==> config.mk <==
export PLATFORM = sky130hd
export DESIGN_NAME = grp_toggle_irq
export DESIGN_NICKNAME = d
export VERILOG_FILES = /design/src/rtl/gti_pkg.sv /design/src/rtl/gti_sync.sv /design/src/rtl/gti_group.sv /design/src/rtl/grp_toggle_irq.sv
export SDC_FILE = /design/constraint.sdc
export NUM_CORES = 1
export LEC_CHECK = 0
export ABC_AREA = 1
export BUFFER_PORTS_ARGS = -buffer_cell sky130_fd_sc_hd__buf_2
export CAP_MARGIN = 20
export CORE_AREA = 10 10 98 100
export DETAILED_ROUTE_END_ITERATION = 6
export DIE_AREA = 0 0 108 110
export PLACE_DENSITY = 0.84
export REMOVE_ABC_BUFFERS = 1
export SETUP_SLACK_MARGIN = 0.05
export SLEW_MARGIN = 20
export SYNTH_ARGS = -nofsm -noshare
export SYNTH_HDL_FRONTEND = slang
export SYNTH_SLANG_ARGS = --single-unit
export TNS_END_PERCENT = 50
==> constraint.sdc <==
create_clock -name clk -period 0.85 [get_ports clk]
set_input_delay 0.0425 -clock clk [delete_from_list [all_inputs] [get_ports clk]]
set_output_delay 0.0425 -clock clk [all_outputs]
set_load 0.005 [all_outputs]
==> src/rtl/gti_pkg.sv <==
package gti_pkg;
  localparam int NGRP  = 3;
  localparam int GW    = 8;
  localparam int NPINS = NGRP * GW;

  localparam logic [2:0] A_EN    = 3'd0;
  localparam logic [2:0] A_FLAG  = 3'd1;
  localparam logic [2:0] A_MASK0 = 3'd2;

  // Pins that physically exist in group g (group 1 lacks its top pin).
  function automatic logic [GW-1:0] pin_valid(input int g);
    return (g == 1) ? 8'h7F : 8'hFF;
  endfunction

  // Any unmasked bit that differs between two consecutive samples.
  function automatic logic any_change(input logic [GW-1:0] now_s,
                                      input logic [GW-1:0] old_s,
                                      input logic [GW-1:0] msk);
    return |((now_s ^ old_s) & msk);
  endfunction
endpackage

==> src/rtl/gti_sync.sv <==
module gti_sync #(
  parameter int W      = 24,
  parameter int STAGES = 2
) (
  input  logic         clk,
  input  logic         rst_n,
  input  logic [W-1:0] d,
  output logic [W-1:0] q,
  output logic [W-1:0] q_prev
);
  logic [W-1:0] chain [STAGES];

  always_ff @(posedge clk or negedge rst_n) begin
    if (!rst_n) chain[0] <= '0;
    else        chain[0] <= d;
  end

  for (genvar i = 1; i < STAGES; i++) begin : g_stage
    always_ff @(posedge clk or negedge rst_n) begin
      if (!rst_n) chain[i] <= '0;
      else        chain[i] <= chain[i-1];
    end
  end

  always_ff @(posedge clk or negedge rst_n) begin
    if (!rst_n) q_prev <= '0;
    else        q_prev <= chain[STAGES-1];
  end

  assign q = chain[STAGES-1];
endmodule

==> src/rtl/gti_group.sv <==
module gti_group
  import gti_pkg::*;
#(
  parameter logic [GW-1:0] VALID = 8'hFF
) (
  input  logic          clk,
  input  logic          rst_n,
  input  logic [GW-1:0] cur_i,
  input  logic [GW-1:0] prev_i,
  input  logic          mask_we_i,
  input  logic [GW-1:0] mask_wdata_i,
  input  logic          w1c_i,
  input  logic          ack_i,
  output logic [GW-1:0] mask_o,
  output logic          flag_o,
  output logic          hit_o
);
  logic clr;

  assign hit_o = any_change(cur_i, prev_i, mask_o);
  assign clr   = w1c_i | ack_i;

  always_ff @(posedge clk or negedge rst_n) begin
    if (!rst_n)         mask_o <= '0;
    else if (mask_we_i) mask_o <= mask_wdata_i & VALID;
  end

  always_ff @(posedge clk or negedge rst_n) begin
    if (!rst_n)     flag_o <= 1'b0;
    else if (hit_o) flag_o <= 1'b1;
    else if (clr)   flag_o <= 1'b0;
  end

  AST_FLAG_SETS:   assert property (@(posedge clk) disable iff (!rst_n) hit_o |=> flag_o);
  AST_W1C_CLEARS:  assert property (@(posedge clk) disable iff (!rst_n) (w1c_i && !hit_o) |=> !flag_o);
  AST_ACK_CLEARS:  assert property (@(posedge clk) disable iff (!rst_n) (ack_i && !hit_o) |=> !flag_o);
  AST_FLAG_STICKY: assert property (@(posedge clk) disable iff (!rst_n) (!hit_o && !clr) |=> $stable(flag_o));
  AST_SET_WINS:    assert property (@(posedge clk) disable iff (!rst_n) (hit_o && clr) |=> flag_o);
  AST_NOPIN_IDLE:  assert property (@(posedge clk) disable iff (!rst_n) ((cur_i ^ prev_i) & VALID) == '0 |-> !hit_o);
endmodule

==> src/rtl/grp_toggle_irq.sv <==
module grp_toggle_irq
  import gti_pkg::*;
#(
  parameter int SYNC_STAGES = 2
) (
  input  logic             clk,
  input  logic             rst_n,
  input  logic [NPINS-1:0] pin_i,
  input  logic             gie_i,
  input  logic [NGRP-1:0]  ack_i,
  input  logic [2:0]       reg_addr_i,
  input  logic             reg_we_i,
  input  logic [7:0]       reg_wdata_i,
  output logic [7:0]       reg_rdata_o,
  output logic [NGRP-1:0]  irq_o
);
  logic [NPINS-1:0] pin_s, pin_p;
  logic [NGRP-1:0]  en_q, flag, hit, w1c, mask_we;
  logic [GW-1:0]    mask [NGRP];

  gti_sync #(.W(NPINS), .STAGES(SYNC_STAGES)) u_sync (
    .clk(clk), .rst_n(rst_n), .d(pin_i), .q(pin_s), .q_prev(pin_p)
  );

  for (genvar g = 0; g < NGRP; g++) begin : g_grp
    assign w1c[g]     = reg_we_i && (reg_addr_i == A_FLAG) && reg_wdata_i[g];
    assign mask_we[g] = reg_we_i && (reg_addr_i == A_MASK0 + 3'(g));

    gti_group #(.VALID(pin_valid(g))) u_grp (
      .clk(clk), .rst_n(rst_n),
      .cur_i(pin_s[g*GW +: GW]), .prev_i(pin_p[g*GW +: GW]),
      .mask_we_i(mask_we[g]), .mask_wdata_i(reg_wdata_i),
      .w1c_i(w1c[g]), .ack_i(ack_i[g]),
      .mask_o(mask[g]), .flag_o(flag[g]), .hit_o(hit[g])
    );
  end

  always_ff @(posedge clk or negedge rst_n) begin
    if (!rst_n)                                en_q <= '0;
    else if (reg_we_i && reg_addr_i == A_EN)   en_q <= reg_wdata_i[NGRP-1:0];
  end

  assign irq_o = flag & en_q & {NGRP{gie_i}};

  always_comb begin
    reg_rdata_o = '0;
    if (reg_addr_i == A_EN)        reg_rdata_o[NGRP-1:0] = en_q;
    else if (reg_addr_i == A_FLAG) reg_rdata_o[NGRP-1:0] = flag;
    else begin
      for (int g = 0; g < NGRP; g++)
        if (reg_addr_i == A_MASK0 + 3'(g)) reg_rdata_o = mask[g];
    end
  end

  AST_IRQ_NEEDS_GIE: assert property (@(posedge clk) disable iff (!rst_n) !gie_i |-> irq_o == '0);
  AST_IRQ_NEEDS_FLAG: assert property (@(posedge clk) disable iff (!rst_n) (irq_o & ~flag) == '0);
  AST_EN_RSV_ZERO:   assert property (@(posedge clk) disable iff (!rst_n) (reg_addr_i == A_EN) |-> reg_rdata_o[7:NGRP] == '0);
  AST_MASK1_TOP:     assert property (@(posedge clk) disable iff (!rst_n) mask[1][GW-1] == 1'b0);
endmodule

==> impl_summary.txt <==
----------------------------------------------------
[Run status]
  Result of the run ... finished with violations
  Violated checks ... negative setup slack

[Synth]
  Dominant cell by count in the synthesized netlist ... nand2_1
  Main area contributors after synthesis ... dfrtp_1 65%, nand2_1 11%, inv_1 6.0%, o21ai_2 5.3%, nand3_1 5.0%
  EDFF count, synth ... 0
  Biggest area consumer among synthesized cells ... dfrtp_1
  Share of synthesized flip-flops with an asynchronous set or reset ... between 90% and 100%
  Gate count of the mapped netlist ... 376
  Predominant post-synthesis flop cell ... dfrtp_1
  Proportion of synthesized chip area in sequential cells ... approximately 65%
  Number of synthesized register bits ... 98
  Most numerous cell types in the synthesized netlist ... 108 x nand2_1, 98 x dfrtp_1, 60 x inv_1
  Yosys warning total ... 0
  Synthesized area divided by synthesized cell count ... between 10 and 15 sq um
  Count of different cell masters after synthesis ... 18
  Top cell type's share of synthesized area ... 64.92%
  Netlist area before placement ... ~3800 sq um

[Placement]
  Instance count after placement with tap cells included ... roughly 550
  Final weighted congestion of routability-driven global placement ... 0.8560
  Sum of net half-perimeters after detailed placement ... 5.700 mm
  Minimum setup slack after placement ... -242.5 ps
  Port bufs ... 51

[Clock network]
  CTS Sinks ... 98
  Number of buffers inserted during clock tree synthesis ... 9
  Root Buffer ... clkbuf_8
  Maximum level of the CTS H-tree ... 3
  Clock Pin Slew Worst Setup and Hold Paths ... approximately 90 ps
  TritonCTS clock tree ... yes
  Clk buf depth ... 2
  Clk_lat worst skew ... 360 ps

[Floorplan]
  Die boundary height ... 110 um
  Core region area ... 7647 sq um
  Area enclosed by the die boundary ... 11880 sq um
  Initial standard-cell utilization of the core ... 49.39%
  Die outline width ... around 110 um
  Number of standard-cell rows in the floorplan ... 32
  Top-level I/O count ... 53

[Timing]
  Fin Hold WS ... between 9 and 10 ps
  Count of endpoints failing setup in the final report ... 16
  Minimum clock period after layout ... 1252 ps
  Transition time at the pin with the least slew margin ... 274.5 ps
  Maximum operating frequency ... 0.7988 GHz
  Post-route clock period utilization ... 147.3%
  Number of failing hold endpoints at the final stage ... 0
  Worst Clk Skew ... approximately 5.4 ps
  Final slew viol count ... 0
  Slew HR ... 81.70%
  Unrepaired setup endpoints after global routing ... yes
  Final setup slack of the worst path ... -401.9 ps

[Global route]
  Pin count of the biggest net entering global routing ... 34
  Combined global-route utilization of all metal layers ... 14.36%
  Total gr overflow ... 0
  Global-route wire length before repair ... 13.57 mm
  Number of antenna violations at the first check in global routing ... 0
  Vias in the first global route ... 2934

[Routing]
  Wire per inst ... 13.34 um
  Number of DRC violations after detailed-routing iteration 0 ... 137
  Vias after detailed routing ... roughly 2.9k
  First-pass detailed-route iteration total ... 4
  Antenna Nets Post-Route ... 0
  Routed wire length ... about 8.1 mm
  DRC Markers ... 0
  Via-to-Cell Ratio ... 4.680

[Run]
  Number of maximum-capacitance violations ... 0

[Power]
  Maximum VDD drop ... 1.421 mV
  Power density over the cells ... 2046 nW/um^2
  Pleak ... 0.002735 uW

[Cells and area]
  Non-filler instance count after layout ... about 610
  Post-layout nets ... 545
  Fraction of final layout cells sized beyond drive strength 1 ... 33.14%
  Diodes inserted ... 0
  Signed area change from the synthesized netlist to the final layout ... 35.04%

[Min path]
  Worst min-delay path class ... primary input to flop

[Critical path]
  List of cells traversed by the critical path ... nand3_1 -> nand2_1 -> nor2_1 -> nand3_1 -> buf_2
  Highest fanout seen on the critical path ... 2
  Capturing element type of the critical path ... primary output
  Largest stage delay on the critical path ... 400 ps
  Critical Setup Path Class ... flop to primary output
  Startpoint types ... flop
  Required time at the endpoint of the critical path ... ~800 ps
  WP data arrival ... 1210 ps
  Most used cell, CP ... nand3_1
  Critical Path Slowest Stage Cell ... dfrtp_1

----------------------------------------------------
[final timing paths]
path	start	endpoint	slack, ps	cells after the start
max in group asynchronous	rst_n	u_sync.q_prev[18]	310	3
min in group asynchronous	rst_n	u_sync.chain[37]	90	2
min reg2reg	u_sync.chain[37]	u_sync.q[13]	350	0
max reg2reg	g_grp[1].u_grp.mask_o[6]	g_grp[1].u_grp.flag_o	-260	6
max	g_grp[1].u_grp.mask_o[1]	reg_rdata_o[1]	-400	5
min	reg_wdata_i[4]	g_grp[1].u_grp.mask_o[4]	10	3
[logic make-up after synthesis]
kind of cell | after synthesis | share of synthesized area (%)
AO/OA/AOI/OAI | 27 | 5.962
buffers and inverters | 68 | 7.486
flip-flops | 98 | 64.92
AND/OR/NAND/NOR | 183 | 21.63
[cell type report]
type / count / area (sq um)
Multi-Input combinational cell: 210 / 1120
Inverter: 64 / 241.5
Fill cell: 553 / 2546
Clock buffer: 10 / 127.6
Timing Repair Buffer: 120 / 952.2
Tap cell: 102 / 127.6
Clock inverter: 5 / 80.08
Sequential cell: 98 / 2452
[state kept, by name, indices dropped and copies added (netlist names)]
register and flops:
u_sync.q 23, g_grp.u_grp.flag_o 3, en_q 3, u_sync.q_prev 23, g_grp.u_grp.mask_o 23, u_sync.chain 23
[placed cells by master (no fill, tap or decap)]
cell	instances
nor2_4	1
dfrtp_1	98
nor2_1	18
nor3_2	1
nor3_4	1
buf_4	28
o21ai_2	23
nand3_2	3
buf_12	4
nand3_4	2
buf_6	13
a22o_1	1
nand2_1	98
clkinv_2	2
nor2_2	4
clkinvlp_4	2
dlygate4sd3_1	28
clkbuf_8	9
buf_2	47
nand2_4	6
bufinv_16	2
nand3_1	34
nand2_2	15
clkbuf_1	1
inv_2	5
o21ai_0	3
inv_1	58
[where the power goes]
part | total, uW | leakage, uW | internal, uW | switching, uW
clock network | 3160 | 0.0000984 | 1640 | 1520
registers | 5380 | 0.00116 | 5090 | 290
logic | 1900 | 0.00148 | 1000 | 901
total | 10400 | 0.00273 | 7730 | 2710
[worst max-delay path: cells and delay by family, from the launching register on]
family / cells / cell delay (ps)
buffers and inverters: 1 / 130
flip-flops: 1 / 400
AND/OR/NAND/NOR: 4 / 330
[routing by layer]
metal,routed length [um],vias up,global-route usage [%]
met3,520,9,4.759
met5,0,-,0
met2,4060,63,24.27
met1,3475,1383,17.33
li1,-,1395,-
met4,66,0,3.721
[repair_timing]
item | CTS | global route
gates resized for setup | 22 | 15
endpoints found under the hold margin | 124 | 1
buffers inserted | 12 | 9
hold buffers | 27 | 1
endpoints found under the setup margin | 14 | 19
pin swaps | 9 | 3
[per-stage QoR]
step	setup TNS [ps]	power, uW	utilization [%]	instance area, sq um
finish	-4096	10440	66.70	5101
global route	-5082	11010	66.70	5101
global placement	-3922	6739	56.51	4322
CTS	-3996	10300	64.95	4967
floorplan	0	6118	-	3736
detailed placement	-5010	6822	56.51	4322
Power figures use the tool's default switching activity.
